--- src/rtl/bmc_pkg.sv ---
package bmc_pkg;
   typedef enum logic [1:0] {
      ST_IDLE  = 2'd0,
      ST_FLUSH = 2'd1,
      ST_FILL  = 2'd2
   } bmc_state_e;
endpackage

--- src/rtl/bmc_write_buf.sv ---
module bmc_write_buf #(
   parameter int LINE_W     = 6,
   parameter int OFS_W      = 2,
   parameter int LINE_WORDS = 4,
   parameter int DATA_W     = 16,
   localparam int BYTES     = DATA_W / 8,
   localparam int MASK_W    = LINE_WORDS * BYTES,
   localparam int BURST_W   = LINE_WORDS * DATA_W
) (
   input  logic               clk,
   input  logic               rst_n,
   input  logic               wr_en,
   input  logic [LINE_W-1:0]  wr_line,
   input  logic [OFS_W-1:0]   wr_off,
   input  logic [DATA_W-1:0]  wr_data,
   input  logic [BYTES-1:0]   wr_be,
   input  logic               clr,
   output logic               valid,
   output logic [LINE_W-1:0]  line,
   output logic [BURST_W-1:0] burst_data,
   output logic [MASK_W-1:0]  burst_mask
);
   always_ff @(posedge clk or negedge rst_n) begin
      if (!rst_n) begin
         valid <= 1'b0;
         line  <= '0;
      end else if (clr) begin
         valid <= 1'b0;
      end else if (wr_en) begin
         valid <= 1'b1;
         line  <= wr_line;
      end
   end

   for (genvar w = 0; w < LINE_WORDS; w++) begin : g_word
      localparam int unsigned WI = w;
      logic word_sel;
      assign word_sel = wr_en && (wr_off == OFS_W'(WI));
      for (genvar b = 0; b < BYTES; b++) begin : g_byte
         logic [7:0] byte_q;
         logic       en_q;
         always_ff @(posedge clk or negedge rst_n) begin
            if (!rst_n) begin
               byte_q <= '0;
               en_q   <= 1'b0;
            end else if (clr) begin
               en_q   <= 1'b0;
            end else if (word_sel && wr_be[b]) begin
               byte_q <= wr_data[b*8 +: 8];
               en_q   <= 1'b1;
            end
         end
         assign burst_data[w*DATA_W + b*8 +: 8] = byte_q;
         assign burst_mask[w*BYTES + b]         = en_q;
      end
   end
endmodule

--- src/rtl/bmc_read_buf.sv ---
module bmc_read_buf #(
   parameter int LINE_W     = 6,
   parameter int OFS_W      = 2,
   parameter int LINE_WORDS = 4,
   parameter int DATA_W     = 16,
   localparam int BURST_W   = LINE_WORDS * DATA_W
) (
   input  logic               clk,
   input  logic               rst_n,
   input  logic               fill_en,
   input  logic [LINE_W-1:0]  fill_line,
   input  logic [BURST_W-1:0] fill_data,
   input  logic               inv,
   input  logic [LINE_W-1:0]  look_line,
   input  logic [OFS_W-1:0]   look_off,
   output logic               valid,
   output logic               hit,
   output logic [DATA_W-1:0]  rdata
);
   logic [LINE_W-1:0]  tag_q;
   logic [BURST_W-1:0] data_q;
   logic [DATA_W-1:0]  words [LINE_WORDS];

   always_ff @(posedge clk or negedge rst_n) begin
      if (!rst_n) begin
         valid  <= 1'b0;
         tag_q  <= '0;
         data_q <= '0;
      end else if (fill_en) begin
         valid  <= 1'b1;
         tag_q  <= fill_line;
         data_q <= fill_data;
      end else if (inv) begin
         valid  <= 1'b0;
      end
   end

   for (genvar w = 0; w < LINE_WORDS; w++) begin : g_slice
      assign words[w] = data_q[w*DATA_W +: DATA_W];
   end

   assign hit   = valid && (tag_q == look_line);
   assign rdata = words[look_off];
endmodule

--- src/rtl/bmc_ctrl.sv ---
module bmc_ctrl
   import bmc_pkg::*;
#(
   parameter int LINE_W = 6
) (
   input  logic              clk,
   input  logic              rst_n,
   input  logic              cpu_req,
   input  logic              cpu_we,
   input  logic [LINE_W-1:0] req_line,
   input  logic              slot_free,
   input  logic              wb_valid,
   input  logic [LINE_W-1:0] wb_line,
   input  logic              rb_hit,
   input  logic              mem_done,
   output logic              cpu_ack,
   output logic              wb_wr,
   output logic              wb_clr,
   output logic              rb_fill,
   output logic              rb_inv,
   output logic              mem_req,
   output logic              mem_we,
   output logic [LINE_W-1:0] mem_line
);
   bmc_state_e        state_q, state_d;
   logic [LINE_W-1:0] fill_line_q;
   logic              wb_hit;

   assign wb_hit = wb_valid && (wb_line == req_line);

   always_comb begin
      state_d  = state_q;
      cpu_ack  = 1'b0;
      wb_wr    = 1'b0;
      wb_clr   = 1'b0;
      rb_fill  = 1'b0;
      rb_inv   = 1'b0;
      mem_req  = 1'b0;
      mem_we   = 1'b0;
      mem_line = wb_line;
      case (state_q)
         ST_IDLE: begin
            if (cpu_req) begin
               if (cpu_we) begin
                  if (!wb_valid || wb_hit) begin
                     cpu_ack = 1'b1;
                     wb_wr   = 1'b1;
                     rb_inv  = rb_hit;
                  end else begin
                     state_d = ST_FLUSH;
                  end
               end else if (wb_hit) begin
                  state_d = ST_FLUSH;
               end else if (rb_hit) begin
                  cpu_ack = 1'b1;
               end else if (wb_valid) begin
                  state_d = ST_FLUSH;
               end else begin
                  state_d = ST_FILL;
               end
            end else if (wb_valid && slot_free) begin
               state_d = ST_FLUSH;
            end
         end
         ST_FLUSH: begin
            mem_req  = 1'b1;
            mem_we   = 1'b1;
            mem_line = wb_line;
            if (mem_done) begin
               wb_clr  = 1'b1;
               state_d = ST_IDLE;
            end
         end
         ST_FILL: begin
            mem_req  = 1'b1;
            mem_line = fill_line_q;
            if (mem_done) begin
               rb_fill = 1'b1;
               state_d = ST_IDLE;
            end
         end
         default: state_d = ST_IDLE;
      endcase
   end

   always_ff @(posedge clk or negedge rst_n) begin
      if (!rst_n) begin
         state_q     <= ST_IDLE;
         fill_line_q <= '0;
      end else begin
         state_q <= state_d;
         if (state_q == ST_IDLE) fill_line_q <= req_line;
      end
   end
endmodule

--- src/rtl/burst_merge_cache.sv ---
module burst_merge_cache #(
   parameter int ADDR_W     = 8,
   parameter int DATA_W     = 16,
   parameter int LINE_WORDS = 4,
   localparam int OFS_W     = $clog2(LINE_WORDS),
   localparam int LINE_W    = ADDR_W - OFS_W,
   localparam int BYTES     = DATA_W / 8,
   localparam int MASK_W    = LINE_WORDS * BYTES,
   localparam int BURST_W   = LINE_WORDS * DATA_W
) (
   input  logic               clk,
   input  logic               rst_n,
   input  logic               cpu_req,
   input  logic               cpu_we,
   input  logic [ADDR_W-1:0]  cpu_addr,
   input  logic [DATA_W-1:0]  cpu_wdata,
   input  logic [BYTES-1:0]   cpu_be,
   output logic               cpu_ack,
   output logic [DATA_W-1:0]  cpu_rdata,
   input  logic               slot_free,
   output logic               mem_req,
   output logic               mem_we,
   output logic [LINE_W-1:0]  mem_line,
   output logic [BURST_W-1:0] mem_wdata,
   output logic [MASK_W-1:0]  mem_wmask,
   input  logic               mem_done,
   input  logic [BURST_W-1:0] mem_rdata
);
   if (DATA_W % 8 != 0 || DATA_W < 8) begin : g_bad_data
      $error("DATA_W must be a whole number of bytes");
   end
   if (LINE_WORDS < 2 || (LINE_WORDS & (LINE_WORDS - 1)) != 0) begin : g_bad_line
      $error("LINE_WORDS must be a power of two, at least 2");
   end
   if (ADDR_W <= OFS_W) begin : g_bad_addr
      $error("ADDR_W must exceed the line offset width");
   end

   logic [LINE_W-1:0] req_line;
   logic [OFS_W-1:0]  req_off;
   logic              wb_valid, wb_wr, wb_clr;
   logic [LINE_W-1:0] wb_line;
   logic              rb_valid, rb_hit, rb_fill, rb_inv;

   assign req_line = cpu_addr[ADDR_W-1:OFS_W];
   assign req_off  = cpu_addr[OFS_W-1:0];

   bmc_write_buf #(
      .LINE_W(LINE_W), .OFS_W(OFS_W), .LINE_WORDS(LINE_WORDS), .DATA_W(DATA_W)
   ) wbuf_i (
      .clk(clk), .rst_n(rst_n), .wr_en(wb_wr), .wr_line(req_line),
      .wr_off(req_off), .wr_data(cpu_wdata), .wr_be(cpu_be), .clr(wb_clr),
      .valid(wb_valid), .line(wb_line), .burst_data(mem_wdata),
      .burst_mask(mem_wmask)
   );

   bmc_read_buf #(
      .LINE_W(LINE_W), .OFS_W(OFS_W), .LINE_WORDS(LINE_WORDS), .DATA_W(DATA_W)
   ) rbuf_i (
      .clk(clk), .rst_n(rst_n), .fill_en(rb_fill), .fill_line(mem_line),
      .fill_data(mem_rdata), .inv(rb_inv), .look_line(req_line),
      .look_off(req_off), .valid(rb_valid), .hit(rb_hit), .rdata(cpu_rdata)
   );

   bmc_ctrl #(
      .LINE_W(LINE_W)
   ) ctrl_i (
      .clk(clk), .rst_n(rst_n), .cpu_req(cpu_req), .cpu_we(cpu_we),
      .req_line(req_line), .slot_free(slot_free), .wb_valid(wb_valid),
      .wb_line(wb_line), .rb_hit(rb_hit), .mem_done(mem_done),
      .cpu_ack(cpu_ack), .wb_wr(wb_wr), .wb_clr(wb_clr), .rb_fill(rb_fill),
      .rb_inv(rb_inv), .mem_req(mem_req), .mem_we(mem_we), .mem_line(mem_line)
   );
endmodule

--- config.mk ---
export PLATFORM = sky130hd
export DESIGN_NAME = burst_merge_cache
export DESIGN_NICKNAME = d
export VERILOG_FILES = /design/src/rtl/bmc_pkg.sv /design/src/rtl/bmc_write_buf.sv /design/src/rtl/bmc_read_buf.sv /design/src/rtl/bmc_ctrl.sv /design/src/rtl/burst_merge_cache.sv
export SDC_FILE = /design/constraint.sdc
export NUM_CORES = 1
export LEC_CHECK = 0
export BUFFER_PORTS_ARGS = -buffer_cell sky130_fd_sc_hd__buf_2
export CAP_MARGIN = 15
export CORE_MARGIN = 10
export CORE_UTILIZATION = 50
export CTS_CLUSTER_SIZE = 20
export DETAILED_ROUTE_END_ITERATION = 8
export PLACE_DENSITY = 0.77
export SLEW_MARGIN = 30
export SYNTH_ARGS = -nofsm -noshare
export SYNTH_HDL_FRONTEND = slang
export SYNTH_SLANG_ARGS = --single-unit
export TNS_END_PERCENT = 1
--- constraint.sdc ---
create_clock -name clk -period 2.6 [get_ports clk]
set_input_delay 0.13 -clock clk [delete_from_list [all_inputs] [get_ports clk]]
set_output_delay 0.13 -clock clk [all_outputs]
set_load 0.01 [all_outputs]
-- Yosys cells after proc, flatten, opt, wreduce, memory -nomap -nowiden
Index checks and enable logic that the tools add are counted.
- order comparisons: 1
- bitwise gates (word level): 2
- divide/modulo/power cells: 0
- $add $sub $neg: 0
- multiply operators: 0
- reductions and logical operators: 40
- equal/unequal tests: 11
- multiplexer cells: 51
- shift operators: 0
- operators with widths (cell ; count):
    1-bit two-way mux ; 38
    16-bit binary-select mux with 2-bit select ; 1
    16-bit two-way mux ; 2
    2-bit nonzero test ; 10
    2-bit AND reduction ; 9
    2-bit two-way mux ; 8
    1-bit logical AND ; 15
    6-bit == test ; 2
    2-bit == test (second input constant) ; 3
    6-bit two-way mux ; 1
    5-bit != test (second input constant) ; 1
    2-bit by 1-bit == test with 1-bit output (second input constant) ; 2
    2-bit logical NOT ; 2
    4-bit != test (second input constant) ; 1
    2-bit one-hot mux with 2 select lines ; 1
    4-bit AND reduction ; 1
    3-bit >= comparator (second input constant) ; 1
    3-bit by 2-bit != test with 1-bit output (second input constant) ; 1
    2-bit inverter with 3-bit output ; 1
    2-bit by 1-bit != test with 1-bit output (second input constant) ; 1
    2-bit OR reduction ; 1
    1-bit logical NOT ; 1
    1-bit logical OR ; 1
    1-bit inverter ; 1
- memories: 0
- bits of input ports: 96
- output and inout port bits: 97
- word-level logic and storage cells: 128
- bits in read-only memories: 0
- RAM bits: 0
- flip-flop bits (word level): 158
- bits in latches: 0

-- Depth between registers and ports, before layout
Gate-level depths: netlist (run 1).
- depth in word-level cells: 11
- gate-level depth with buffers: 10
- gate-level depth less buffers: 7

-- Cells and area by module
A second synthesis (run 1) with hierarchy kept.
- cells, all modules: 426
- area, all modules: 6800.3 µm²
- modules (own cells, without submodules) (module ; seq. area each (µm²) ; instances ; area each (µm²) ; cells an instance):
    bmc_read_buf ; 1776.7 ; 1 ; 3105.5 ; 179
    bmc_write_buf ; 1976.9 ; 1 ; 3067.9 ; 186
    bmc_ctrl ; 200.2 ; 1 ; 626.9 ; 61

-- Worst setup path before layout (run 1)
Ideal clock, no wire load.
- kind: register to register
- start point: register ctrl_i.state_q[0]
- end point: register wbuf_i.g_word[3].g_byte[0].byte_q[0]
- stages on the path, launching flop included: 10
- required time: 2.475 ns
- path buffers: 2
- library setup time: 0.125 ns
- clock period less this slack: 2.223 ns
- arrival: 2.099 ns
- setup slack: 0.377 ns
- cell sequence: dfrtp_1 inv_1 ha_1 buf_4 nand3_1 nor3_1 a21oi_2 buf_6 nor3_4 mux2_2
- word-level cells in the longest chain between the ends: 5
- elaborated cells between the ends (all ways): 8
- those cells by class: 1 x eq/ne; 2 x mux; 1 x bitwise; 4 x reduce/logical
- RTL lines (what ; RTL line ; source):
    start: declaration ; bmc_ctrl.sv:25 ; bmc_state_e state_q, state_d;
    start signal: assignment ; bmc_ctrl.sv:91 ; state_q <= state_d;
    2-bit logical NOT ; bmc_ctrl.sv:41 ; case (state_q)
    1-bit two-way mux ; bmc_ctrl.sv:41 ;
    1-bit logical AND ; bmc_write_buf.sv:38 ; assign word_sel = wr_en && (wr_off == OFS_W'(WI));
    1-bit logical AND ; bmc_write_buf.sv:48 ; end else if (word_sel && wr_be[b]) begin
    2-bit AND reduction (no source line) (*) ; - ;
    end signal: assignment ; bmc_write_buf.sv:49 ; byte_q <= wr_data[b*8 +: 8];
    end: declaration ; bmc_write_buf.sv:40 ; logic [7:0] byte_q;
Every way passes the cells marked *; elsewhere a longest branch is shown, timed or not.
A chain may end at the register's enable or synchronous reset.

-- Worst setup path after layout (run 1)
- start point: register ctrl_i.state_q[0]
- end point: output port cpu_ack
- word-level cells in the longest chain between the ends: 2
- RTL lines (what ; RTL line ; source):
    2-bit logical NOT ; bmc_ctrl.sv:41 ;
    1-bit two-way mux ; bmc_ctrl.sv:41 ;
    end: declaration ; burst_merge_cache.sv:18 ; output logic cpu_ack,
Every way passes these cells.

==> impl_metrics.py, run 1 <==
metrics = {
    "run_status": {
        "outcome": "complete, no violations",
    },
    "grt": {
        "grt_usage": 0.1985,
        "busiest_layer": "met2",
        "grt_max_degree": 71,
        "grt_overflow": 0,
        "grt_pass1_wl_um": 28520,
        "antenna_found_initial": 1,
        "grt_util_met2": 0.3661,
        "grt_use_met3": 0.05683,
        "grt_pass1_vias": 5229,
        "use_met1": 0.2085,
    },
    "routing": {
        "wl_per_cell_um": 20.18,
        "route.detailed.drc": 0,
        "drt_iter0_markers": 240,
        "drt-total-wl_um": 18280,
        "drt-vias-per-instance": 5.243,
        "via_count": 4750,
        "drt-pass1-iter-count": 4,
        "ant_nets": 0,
    },
    "timing": {
        "setup_violations": 0,
        "drv_slew": 0,
        "max_slew_margin": 0.4874,
        "setup_tns_ns": 0,
        "min_period_over_period": 0.9364,
        "worst_pin_slew_ns": 0.7690,
        "fin_ws_ns": 0.1654,
        "fmax_mhz": 410.7,
        "grt_setup_unrepaired": "false",
        "clock_skew_ns": 0.01668,
        "hold_viol_final": 0,
        "layout_min_cycle_time_ns": 2.435,
    },
    "worst_setup_path": {
        "r2r-start": "ctrl_i.state_q[0]",
        "path_cells": "inv_1 -> ha_1 -> nand3_1 -> nor3_1 -> a21oi_2 -> o31ai_1 -> buf_2",
        "required_ns": 2.47,
        "crit_path_max_incr_delay_ns": 0.61,
        "cp_slowest_cell": "a21oi_2",
        "start_kind": "flop",
        "crit_path_end_kind": "output port",
        "worstPathArrival_ns": 2.30,
        "crit_type": "reg2out",
        "r2r_end": "ctrl_i.state_q[1]",
        "rrSetupSlack_ns": 0.17,
        "crit_fanout": 13,
        "reg2reg_depth": 7,
    },
    "clock_network": {
        "clock-root-buffer": "clkbuf_16",
        "cts-htree-levels": 4,
        "cts_made_buffers": 17,
        "clock_latency_ns": 0.43,
        "clk_pin_slew_ns": 0.06,
        "cts.sinks": 158,
        "cts_tree": "done",
        "clk_path_buf_depth": 2,
    },
    "synth": {
        "yosys.area.top_type": "dfrtp_1",
        "synth_top_area_frac": 0.5876,
        "syn_avg_cell_area_um2": 15.36,
        "yosysSeqAreaShare": 0.5876,
        "ys_top_cells_by_area": "dfrtp_1 (59%), mux2_2 (25%), mux4_2 (5.4%)",
        "yosys_warnings": 0,
        "synthFlopType": "dfrtp_1",
        "synth_fp_nets": 537,
        "ys_ff_latch": 158,
        "yosys-top-cells-count": "dfrtp_1 (158), mux2_2 (152), mux4_2 (16)",
        "synthArstFlopShare": 1.000,
        "yosysUniqueCellTypes": 37,
        "synthCells": 438,
        "yosysMostFrequentCell": "dfrtp_1",
        "synth-edff-count": 0,
        "netlist_area_mm2": 0.006729,
    },
    "placement": {
        "dp_hpwl_um": 12300,
        "port_buffers": 192,
        "gp_congestion": 0.7971,
        "dp_slack_ns": 0.1987,
    },
    "layout": {
        "nets": 815,
        "syn_to_final_growth_pct": 38.49,
        "final_layout_size_suffix_gt1_frac": 0.5638,
        "fillCellCount": 870,
    },
    "die": {
        "core_area_mm2": 0.01319,
        "fp.dieW_um": 136.0,
        "die_y_um": 136.0,
        "initial_core_util": 0.5101,
        "std_cell_rows": 42,
        "die_area_mm2": 0.01850,
        "io_pins": 193,
    },
    "power_and_ir_drop": {
        "p_per_area_mw_per_mm2": 1103,
        "comb_power_share": 0.335,
        "irDropWorstVdd_mv": 0.6220,
        "clock_power_share": 0.250,
        "p_int_uw": 7017,
        "p_switching_uw": 3265,
        "seqPwrFrac": 0.416,
        "leakage_uw": 0.004646,
        "swShare": 0.3176,
    },
    "hold_path": {
        "min_to": "ctrl_i.fill_line_q[4]",
        "min_path_type": "in2reg",
        "holdPathStages": 2,
        "worstHoldStart": "cpu_addr[6]",
    },
    "run": {
        "cap_violations": 0,
    },
}
-- power by group through the flow --
stage	Combinational [uW]	Clock, uW	Sequential, uW
after floorplan	1890	0	4340
after global placement	3240	0	4180
after detailed placement	3360	0	4280
after CTS	3480	2600	4250
after global routing	3720	2720	4390
final	3440	2570	4270
-- placed cells by master, fill, tap and decap left out, types with 5 or more instances in the layout --
cell type      netlist  final
buf_2                4    191
dfrtp_1            158    158
mux2_2             152    152
dlygate4sd3_1        0     83
clkbuf_16            0     17
mux4_2              16     16
nor2_1              10     10
xor2_1               9      9
inv_1                8      8
buf_4                9      8
nand2_1              7      6
nand3_1              6      6
a21oi_1              5      5
o21ai_0              5      5
inv_6                0      5
-- logic make-up after synthesis --
kind of cell,count (synthesis),share of synthesized area
flops,158,0.5876
xor+xnor,9,0.01172
buf+inv,34,0.02585
simple gates,43,0.03868
compound gates,23,0.02269
mux,168,0.3079
fa+ha+maj,3,0.005579
-- per-layer routing --
layer	up-vias	wire [um]
li1	2151	-
met1	2428	6615
met2	143	10220
met3	28	1111
met4	0	336
met5	-	0
-- area by class of cell --
class,count,area (um2),area share
Tap cell,176,220.2,0.02363
Inverter,8,30.03,0.003222
Multi-Input combinational cell,246,2604,0.2794
Antenna cell,1,2.502,0.0002685
Clock inverter,15,185.2,0.01987
Clock buffer,17,425.4,0.04565
Sequential cell,158,3954,0.4243
Timing Repair Buffer,285,1898,0.2037
-- flip-flops by register name, indices dropped and copies added, names as in the netlist --
register and cells:
ctrl_i.fill_line_q 6, wbuf_i.g_word.g_byte.en_q 8, wbuf_i.g_word.g_byte.byte_q 64, ctrl_i.state_q 2, wbuf_i.line 6, rbuf_i.data_q 64
rbuf_i.tag_q 6, rbuf_i.valid 1, wbuf_i.valid 1
-- worst max-delay path by stage --
| stage | from | endpoint | slack [ns] | depth (start not counted) |
|---|---|---|---|---|
| after floorplan | ctrl_i.state_q[0] | wbuf_i.g_word[3].g_byte[0].byte_q[0] | 0.38 | 9 |
| after global placement | ctrl_i.state_q[0] | ctrl_i.state_q[0] | 0.35 | 7 |
| after detailed placement | ctrl_i.state_q[0] | ctrl_i.state_q[0] | 0.20 | 7 |
| after CTS | ctrl_i.state_q[0] | cpu_ack | 0.16 | 7 |
| after global routing | ctrl_i.state_q[0] | cpu_ack | 0.005 | 7 |
| final | ctrl_i.state_q[0] | cpu_ack | 0.17 | 7 |
-- timing repair --
action | in CTS | in global routing
hold buffers | 83 | 0
setup buffers | 0 | 0
gates resized for setup | 0 | 0
setup endpoints to repair | 0 | 0
endpoints found under the hold margin | 178 | 0
-- stage by stage --
step                  util  hold WS (ns)  cells  area, um2  total power (uW)
detailed placement  0.5970        0.1128    790       7875              7640
global placement    0.5970       0.09845    790       7875              7419
CTS                 0.7063      0.002425    905       9316             10330
floorplan                -       -0.1656    438       6729              6223
finish              0.7065       0.01486    906       9319             10280
global route        0.7065      0.008523    906       9319             10830
-- worst max-delay path: cells and delay by family (launching register included) --
family / cells / cell delay [ns]
AND/OR/NAND/NOR: 2 / 0.21
AO/OA/AOI/OAI: 2 / 0.79
adder cells (fa/ha/maj): 1 / 0.22
buffers and inverters: 2 / 0.27
flip-flops: 1 / 0.38
Note: power is estimated with default switching activity, not from simulation.
==> run 2, diff against run 1 <==
--- a/config.mk
+++ b/config.mk
@@ -5,13 +5,14 @@
 export SDC_FILE = /design/constraint.sdc
 export NUM_CORES = 1
 export LEC_CHECK = 0
-export BUFFER_PORTS_ARGS = -buffer_cell sky130_fd_sc_hd__buf_2
+export BUFFER_PORTS_ARGS = -buffer_cell sky130_fd_sc_hd__clkbuf_2
 export CAP_MARGIN = 15
 export CORE_MARGIN = 10
 export CORE_UTILIZATION = 50
 export CTS_CLUSTER_SIZE = 20
 export DETAILED_ROUTE_END_ITERATION = 8
 export PLACE_DENSITY = 0.77
+export RECOVER_POWER = 50
 export SLEW_MARGIN = 30
 export SYNTH_ARGS = -nofsm -noshare
 export SYNTH_HDL_FRONTEND = slang
==> run 2 against run 1 <==
Net effect:
- critical endpoint unchanged
- combinational power shrank 3%
- clock power is essentially flat
- the flow now finishes with violations (max-capacitance violations, max-slew violations)
- die area is the same
- non-clock buffer count grew 2
- largest cell class unchanged
==> impl_metrics.py, run 2 (same netlist as run 1, synthesis figures left out) <==
metrics = {
    "power_and_ir_drop": {
        "irDropWorstVdd_mv": 0.7041,
        "p_int_uw": 6937,
        "clock_power_share": 0.254,
        "p_switching_uw": 3292,
        "power_uw": 10230,
        "leakage_uw": 0.004453,
        "swShare": 0.3218,
        "p_per_area_mw_per_mm2": 1102,
        "comb_power_share": 0.327,
        "seqPwrFrac": 0.419,
    },
    "placement": {
        "gp_congestion": 0.8351,
        "port_buffers": 192,
        "dpl_cell_area_mm2": 0.007883,
        "dp_slack_ns": 0.2186,
        "dp_hpwl_um": 12260,
    },
    "timing": {
        "fmax_mhz": 410.0,
        "drv_slew": 30,
        "grt_setup_unrepaired": "true",
        "layout_min_cycle_time_ns": 2.439,
        "hold_viol_final": 0,
        "clock_skew_ns": 0.006669,
        "setup_violations": 0,
        "max_slew_margin": -0.1773,
        "min_period_over_period": 0.9381,
        "setup_tns_ns": 0,
        "worst_pin_slew_ns": 1.766,
        "fin_ws_ns": 0.1608,
    },
    "die": {
        "io_pins": 193,
        "die_y_um": 136.0,
        "die_area_mm2": 0.01850,
        "std_cell_rows": 42,
        "core_area_mm2": 0.01319,
        "initial_core_util": 0.5101,
        "fp.dieW_um": 136.0,
    },
    "grt": {
        "grt_pass1_wl_um": 29300,
        "grt_usage": 0.2046,
        "grt_max_degree": 102,
        "antenna_found_initial": 2,
        "grt_overflow": 0,
        "grt_pass1_vias": 5378,
    },
    "layout": {
        "syn_to_final_growth_pct": 37.90,
        "multi_input_area_mm2": 0.002604,
        "final_layout_size_suffix_gt1_frac": 0.4938,
        "reg_top3": "rbuf_i.data_q x64, wbuf_i.g_word.g_byte.byte_q x64, wbuf_i.g_word.g_byte.en_q x8",
        "nets": 817,
        "post-route-util": 0.7035,
        "final_common_cell": "dfrtp_1",
        "seq_area_mm2": 0.003954,
        "layout_common_cells": "dfrtp_1 (158), mux2_2 (152), clkbuf_2 (141), dlygate4sd3_1 (84), clkbuf_1 (51)",
        "fin_area_mm2": 0.009279,
        "fillCellCount": 896,
    },
    "routing": {
        "route.detailed.drc": 0,
        "wl_per_cell_um": 20.18,
        "drt-pass1-iter-count": 4,
        "drt-total-wl_um": 18350,
        "ant_nets": 0,
        "via_count": 4761,
        "drt_iter0_markers": 259,
        "drt-vias-per-instance": 5.238,
    },
    "worst_setup_path": {
        "cp_top_family": "compound AO/OA/AOI/OAI gates",
        "worstSetupStartpoint": "ctrl_i.state_q[1]",
        "rrSetupSlack_ns": 0.17,
        "required_ns": 2.47,
        "crit_fanout": 13,
        "start_kind": "flop",
        "worstPathArrival_ns": 2.31,
        "crit_path_max_incr_delay_ns": 0.61,
        "r2r-start": "ctrl_i.state_q[1]",
        "crit_path_end_kind": "output port",
        "reg2reg_depth": 7,
        "crit_type": "reg2out",
        "r2r_end": "ctrl_i.state_q[1]",
        "crit_buf_inv": 2,
        "endpoint": "cpu_ack",
        "cp_slowest_cell": "a21oi_2",
        "cp.depth": 7,
        "path_cells": "inv_1 -> ha_1 -> nand3_1 -> nor3_1 -> a21oi_2 -> o31ai_1 -> clkbuf_2",
    },
    "run_status": {
        "failed_checks": "max-capacitance violations, max-slew violations",
        "outcome": "complete, but fails checks",
    },
    "clock_network": {
        "clk_pin_slew_ns": 0.06,
        "clock-root-buffer": "clkbuf_16",
        "cts-htree-levels": 4,
        "clk_path_buf_depth": 2,
        "cts_tree": "done",
        "cts.sinks": 158,
        "clock_latency_ns": 0.43,
        "cts_made_buffers": 17,
    },
    "run": {
        "cap_violations": 1,
    },
    "hold_path": {
        "min_path_type": "in2reg",
    },
}
[run 2: cell types whose count changed in the layout (fill, tap and decap cells not counted), moves of 2 or more]
cell,before,now
buf_2,191,1
clkinv_2,2,0
clkbuf_1,0,51
clkbuf_2,0,141
clkinvlp_4,2,4
inv_6,5,3
[run 2: layer usage]
layer  part of all wire  global-route usage  vias up
li1                   -                   -     2146
met1               0.37              0.2216     2432
met2               0.54              0.3607      147
met3              0.058             0.06199       36
met4              0.029             0.09172        0
met5                  0                   0        -
[run 2: timing repair]
| action | in CTS | in global routing |
|---|---|---|
| hold endpoints to repair | 186 | 0 |
| hold buffers | 84 | 0 |
| setup buffers | 0 | 0 |
| endpoints found under the setup margin | 0 | 15 |
| resized for setup | 0 | 0 |
[run 2: layout make-up]
type	instances	area share
Tap cell	176	0.02373
Sequential cell	158	0.4261
Antenna cell	2	0.0005394
Timing Repair Buffer	287	0.1986
Inverter	8	0.003236
Clock inverter	14	0.01982
Multi-Input combinational cell	246	0.2806
Clock buffer	18	0.04733
[run 2: worst min-delay path by stage]
stage | startpoint | endpoint | slack [ns] | cells after the start
2_1_floorplan | rst_n | ctrl_i.fill_line_q[0] | -0.17 | 0
3_3_place_gp | rst_n | wbuf_i.line[4] | 0.02 | 1
3_5_place_dp | rst_n | wbuf_i.line[4] | 0.03 | 1
4_1_cts | cpu_addr[7] | wbuf_i.line[5] | 0.0007 | 2
5_1_grt | cpu_addr[7] | wbuf_i.line[5] | 0.02 | 2
6_report | cpu_addr[7] | wbuf_i.line[5] | 0.02 | 2
[run 2: per-stage QoR]
step / instances / hold WS, ns
3_3_place_gp: 791 / 0.01739
4_1_cts: 907 / 0.0006696
6_report: 909 / 0.02276
2_1_floorplan: 438 / -0.1656
3_5_place_dp: 791 / 0.03307
5_1_grt: 909 / 0.01611
[run 2: power by group through the flow]
stage	clock network (uW)	registers (uW)	logic, uW
floorplan	0	4340	1890
global placement	0	4200	3230
detailed placement	0	4290	3350
CTS	2650	4260	3460
global route	2760	4410	3630
finish	2600	4280	3340
[run 2: worst reg2reg max path, stage by stage (launching register included)]
cell,delay [ns]
dfrtp_1,0.38
inv_1,0.09
ha_1,0.20
nand3_1,0.13
nor3_1,0.10
a21oi_2,0.61
o311ai_0,0.42
mux2_2,0.38
